--- src/rtl/dcs_pkg.sv ---
package dcs_pkg;
  localparam int DEV_BITS = 17;

  typedef enum logic [2:0] {
    ST_IDLE,
    ST_LO,
    ST_HI,
    ST_TAIL,
    ST_FIN
  } seq_state_t;
endpackage

--- src/rtl/dcs_phase_timer.sv ---
module dcs_phase_timer #(
  parameter int DIV_W = 8
) (
  input  logic             clk,
  input  logic             rst,
  input  logic             load,
  input  logic [DIV_W-1:0] div_in,
  output logic             tick
);
  logic [DIV_W-1:0] div_q;
  logic [DIV_W-1:0] cnt;

  always_ff @(posedge clk) begin
    if (rst) begin
      div_q <= '0;
      cnt   <= '0;
    end else if (load) begin
      div_q <= div_in;
      cnt   <= div_in;
    end else if (cnt == '0) begin
      cnt <= div_q;
    end else begin
      cnt <= cnt - DIV_W'(1);
    end
  end

  assign tick = (cnt == '0);
endmodule

--- src/rtl/dcs_bit_buffers.sv ---
module dcs_bit_buffers #(
  parameter int TOT = 34
) (
  input  logic           clk,
  input  logic           rst,
  input  logic           load,
  input  logic [TOT-1:0] wr_data,
  input  logic           shift,
  input  logic           cap,
  input  logic           dq_in,
  output logic           dq_out,
  output logic [TOT-1:0] rd_data
);
  logic [TOT-1:0] tx_q;
  logic [TOT-1:0] rx_q;

  always_ff @(posedge clk) begin
    if (rst) begin
      tx_q <= '0;
    end else if (load) begin
      tx_q <= wr_data;
    end else if (shift) begin
      tx_q <= {1'b0, tx_q[TOT-1:1]};
    end
  end

  always_ff @(posedge clk) begin
    if (rst) begin
      rx_q <= '0;
    end else if (cap) begin
      rx_q <= {dq_in, rx_q[TOT-1:1]};
    end
  end

  assign dq_out  = tx_q[0];
  assign rd_data = rx_q;
endmodule

--- src/rtl/dcs_seq_fsm.sv ---
module dcs_seq_fsm
  import dcs_pkg::*;
#(
  parameter int TOT = 34
) (
  input  logic clk,
  input  logic rst,
  input  logic start,
  input  logic rd_mode,
  input  logic tick,
  output logic load,
  output logic shift,
  output logic cap,
  output logic busy,
  output logic done,
  output logic chain_rst,
  output logic chain_clk,
  output logic dq_oe
);
  localparam int CW = $clog2(TOT + 1);

  seq_state_t    st;
  logic [CW-1:0] nbits;
  logic          rd_q;

  assign load  = (st == ST_IDLE) && start;
  assign cap   = (st == ST_LO) && tick && rd_q;
  assign shift = (st == ST_HI) && tick;

  always_ff @(posedge clk) begin
    if (rst) begin
      st        <= ST_IDLE;
      nbits     <= '0;
      rd_q      <= 1'b0;
      busy      <= 1'b0;
      done      <= 1'b0;
      chain_rst <= 1'b0;
      chain_clk <= 1'b0;
      dq_oe     <= 1'b0;
    end else begin
      done <= 1'b0;
      case (st)
        ST_IDLE: if (start) begin
          rd_q      <= rd_mode;
          busy      <= 1'b1;
          chain_rst <= 1'b1;
          dq_oe     <= !rd_mode;
          nbits     <= '0;
          st        <= ST_LO;
        end
        ST_LO: if (tick) begin
          chain_clk <= 1'b1;
          st        <= ST_HI;
        end
        ST_HI: if (tick) begin
          chain_clk <= 1'b0;
          nbits     <= nbits + CW'(1);
          st        <= (nbits == CW'(TOT - 1)) ? ST_TAIL : ST_LO;
        end
        ST_TAIL: if (tick) begin
          chain_rst <= 1'b0;
          dq_oe     <= 1'b0;
          st        <= ST_FIN;
        end
        ST_FIN: begin
          done <= 1'b1;
          busy <= 1'b0;
          st   <= ST_IDLE;
        end
        default: st <= ST_IDLE;
      endcase
    end
  end
endmodule

--- src/rtl/chain_seq.sv ---
module chain_seq
  import dcs_pkg::*;
#(
  parameter int N_DEV = 2,
  parameter int DIV_W = 8
) (
  input  logic                      clk,
  input  logic                      rst,
  input  logic                      start,
  input  logic                      rd_mode,
  input  logic [DIV_W-1:0]          div_cfg,
  input  logic [N_DEV*DEV_BITS-1:0] wr_data,
  output logic [N_DEV*DEV_BITS-1:0] rd_data,
  output logic                      busy,
  output logic                      done,
  output logic                      chain_rst,
  output logic                      chain_clk,
  output logic                      chain_dq_out,
  output logic                      chain_dq_oe,
  input  logic                      chain_dq_in
);
  localparam int TOT = N_DEV * DEV_BITS;

  logic load;
  logic shift;
  logic cap;
  logic tick;

  dcs_phase_timer #(.DIV_W(DIV_W)) u_timer (
    .clk    (clk),
    .rst    (rst),
    .load   (load),
    .div_in (div_cfg),
    .tick   (tick)
  );

  dcs_seq_fsm #(.TOT(TOT)) u_fsm (
    .clk       (clk),
    .rst       (rst),
    .start     (start),
    .rd_mode   (rd_mode),
    .tick      (tick),
    .load      (load),
    .shift     (shift),
    .cap       (cap),
    .busy      (busy),
    .done      (done),
    .chain_rst (chain_rst),
    .chain_clk (chain_clk),
    .dq_oe     (chain_dq_oe)
  );

  dcs_bit_buffers #(.TOT(TOT)) u_bufs (
    .clk     (clk),
    .rst     (rst),
    .load    (load),
    .wr_data (wr_data),
    .shift   (shift),
    .cap     (cap),
    .dq_in   (chain_dq_in),
    .dq_out  (chain_dq_out),
    .rd_data (rd_data)
  );
endmodule

--- config.mk ---
export PLATFORM = sky130hd
export DESIGN_NAME = chain_seq
export DESIGN_NICKNAME = d
export VERILOG_FILES = /design/src/rtl/dcs_pkg.sv /design/src/rtl/dcs_phase_timer.sv /design/src/rtl/dcs_bit_buffers.sv /design/src/rtl/dcs_seq_fsm.sv /design/src/rtl/chain_seq.sv
export SDC_FILE = /design/constraint.sdc
export NUM_CORES = 1
export LEC_CHECK = 0
export ABC_AREA = 1
export BUFFER_PORTS_ARGS = -buffer_cell sky130_fd_sc_hd__buf_4
export CORE_MARGIN = 3
export CORE_UTILIZATION = 50
export DETAILED_ROUTE_END_ITERATION = 16
export PLACE_DENSITY = 0.84
export SYNTH_ARGS = -nofsm -noshare
export SYNTH_HDL_FRONTEND = slang
export SYNTH_SLANG_ARGS = --single-unit
export TNS_END_PERCENT = 100
--- constraint.sdc ---
create_clock -name clk -period 2.4 [get_ports clk]
set_input_delay 0.36 -clock clk [delete_from_list [all_inputs] [get_ports clk]]
set_output_delay 0.36 -clock clk [all_outputs]
set_load 0.01 [all_outputs]
==> metrics.md <==
| Metric | Value |
|---|---|
| Finished Layout Cells | 785 |
| Period utilization | 83.3% |
| Die Span Y | 98.3 um |
| Peak supply drop | 446 uV |
| Setup crit start kind | flip-flop |
| CTS H-tree lvls | 3 |
| Maximum capacitance violations | 0 |
| Share of post-route cells with drive strength above 1 | 18.4% |
| Worst-path maximum fanout | 38 |
| Highest Signal Layer | met4 |
| Cell variety after synth | 26 |
| WL per Instance | 12.6 um |
| Place WS | 0.459 ns |
| Final-report hold violation count | 0 |
| Insertion delay to the later sink of the worst-skew pair | 0.37 ns |
| DRT Pass-1 Iters | 5 |
| Worst Hold End | u_timer.div_q[7] |
| Max-slew headroom | 58.2% |
| RePlAce Congestion | 0.923 |
| Hold crit path type | primary input to flip-flop |
| Clk root buf | clkbuf_8 |
| Initial antenna violation count | 0 |
| Syn Nets | 655 |
| FF-to-FF path depth | 9 |
| Hold buffers post-CTS | 0 |
| Met2 Wirelength | 4630 um |
| DP HPWL | 6770 um |
| Inserted Clock Buffers | 9 |
| Largest net degree at the start of global routing | 69 |
| Worst Clk Skew | 0.0116 ns |
| CP required | 2.70 ns |
| RSZ-0062 raised after global routing | false |
| Synthesized area per cell | 7.06 sq um |
| Die width | 98.3 um |
| Post-CTS Resized | 0 |
| Number of global-route vias before repair | 3828 |
| Type of destination of the critical path | flip-flop |
| Starting Density | 51.6% |
| WL met3 | 738 um |
| Critical path class | flip-flop to flip-flop |
| Worst-path clk slew | 0.10 ns |
| Worst reg2reg path endpoint | u_bufs.tx_q[7] |
| Vias post-DR | 4025 |
| R2R Path Start | u_timer.cnt[0] |
| DRC violations left | 0 |
| IO Count | 87 |
| Placed cell count | 769 |
| DRT Wirelength | 9870 um |
| Routed Antenna Nets | 0 |
| Nets@finish | 726 |
| Final core occ | 62.4% |
| Initial drt markers | 282 |
| Static leakage power | 2.30 nW |
| Buffers on Ports | 86 |
| Post-layout min period | 2.00 ns |
| Flop-to-flop setup slack | 0.40 ns |
| Crit path DAT | 2.30 ns |
| Hold_sp | div_cfg[7] |
| GRT Total Usage | 20.4% |
| Peak Freq | 500 MHz |
| Total power draw | 4.91 mW |
| Post-CTS Setup Repair Bufs | 0 |
| Max-slew violation count | 0 |
| PnR worst setup slack | 0.400 ns |
| DP Area | 4940 sq um |
| Layout Area Growth over Synthesis | 21.0% |
| CTS tree | built |
| Global-route wire length before repair | 16500 um |
| Post-synthesis cell count | 604 |
| Gr ovfl total | 0 |
| Seq cells post-synth | 99 |
| Vias per inst | 5.13 |
| Die ar. | 9670 sq um |
| Final instance area | 5160 sq um |
| Core ar. | 8260 sq um |
| Clock sinks | 99 |
| Worst hold path stage count | 3 |
| # setup viols final | 0 |
| Warnings, synthesis | 0 |
| M1 WL | 4340 um |
| Clock Tree Buf Depth | 2 |
| Seq/Total Area, Yosys | 46.5% |
| # diodes | 0 |
| Synthesized area | 4260 sq um |
| Worst Max-Slew Pin Slew | 0.627 ns |
| Min Hold Slack | 0.255 ns |
| Rows | 33 |
| Final setup TNS | 0 ns |
| PwrDens | 952 nW/um^2 |
| Status | finished clean |
## layout by cell type (no fill, tap or decap)
cell type	synthesis	routed
or2_2	1	1
a21oi_1	77	77
bufinv_16	0	1
dfxtp_1	99	99
nand2_1	190	190
ha_1	4	4
clkbuf_8	0	9
nor3_4	1	1
o21ai_0	55	55
inv_8	0	2
nor2_1	42	42
buf_12	0	2
nand2_2	3	3
clkinv_4	0	2
xor2_1	2	2
clkinv_8	0	1
buf_4	1	93
inv_2	3	3
nor2_4	2	2
o21ai_1	9	9
o211a_1	1	1
nor2_2	2	2
nand4_1	1	1
nand3_1	19	19
nand3b_1	3	3
inv_1	52	52
nor3_1	1	1
nand3_2	2	2
inv_6	0	1
## state kept, by name, indices dropped and copies added (netlist names)
signal and cells:
u_fsm.done 1, u_fsm.chain_clk 1, u_fsm.nbits 6, u_timer.div_q 8
u_bufs.tx_q 34, u_fsm.rd_q 1, u_fsm.dq_oe 1, u_timer.cnt 8
u_fsm.st 3, u_bufs.rd_data 34, u_fsm.chain_rst 1, u_fsm.busy 1
## cells in the mapped netlist, drive strengths merged
library cell	instances	area share (%)
nand3b	3	0.53
a21oi	77	9.0
clkbuf	16	1.4
nand4	1	0.15
nor2	46	4.5
buf	19	3.1
nand2	193	17
o21ai	64	7.5
o211a	1	0.23
dfxtp	99	47
or2	1	0.15
xor2	2	0.41
nor3	2	0.50
nand3	21	2.7
inv	55	4.8
ha	4	1.2
## worst max-delay path, stage by stage (launching register included)
cell     delay, ns
dfxtp_1       0.35
inv_1         0.08
ha_1          0.20
nand2_1       0.14
nor2_4        0.06
nand2_2       0.08
nand2_2       0.19
inv_2         0.53
nand2_1       0.12
a21oi_1       0.17
## per-layer routing
| layer | track usage, % | up-vias |
|---|---|---|
| li1 | - | 2050 |
| met1 | 24.7 | 1834 |
| met2 | 34.0 | 126 |
| met3 | 6.43 | 15 |
| met4 | 7.46 | 0 |
| met5 | 0 | - |
## area by class of cell
class                      count  area, sq um
clock buffer                   9          124
clock inverter                 7         95.1
timing repair buffer          95          738
inverter                      55          206
fill                         719         3100
multi-input combinational    415         1880
tap                          105          131
sequential                    99         1980
## cell families after synthesis
kind of cell / Yosys count / synth area share, %
XOR/XNOR: 2 / 0.411
flip-flops: 99 / 46.5
adder cells (fa/ha/maj): 4 / 1.17
AND/OR/NAND/NOR: 267 / 25.7
AO/OA/AOI/OAI: 142 / 16.8
buffers and inverters: 90 / 9.40
## worst max path at each step
stage | end | cells after the start | startpoint
after floorplan | u_bufs.rd_data[27] | 9 | u_timer.cnt[0]
final | u_bufs.tx_q[7] | 9 | u_timer.cnt[0]
after detailed placement | u_bufs.tx_q[7] | 9 | u_timer.cnt[0]
after global placement | u_fsm.st[0] | 10 | u_timer.cnt[0]
after global routing | u_bufs.tx_q[24] | 9 | u_timer.cnt[0]
after CTS | u_bufs.tx_q[7] | 9 | u_timer.cnt[0]
## power breakdown
group          internal [mW]  leakage, nW  switching [mW]
Sequential              1.90        0.806           0.154
Combinational          0.606         1.38            1.08
Clock                  0.513        0.111           0.650
No activity file was read; power rests on OpenSTA's default activity.
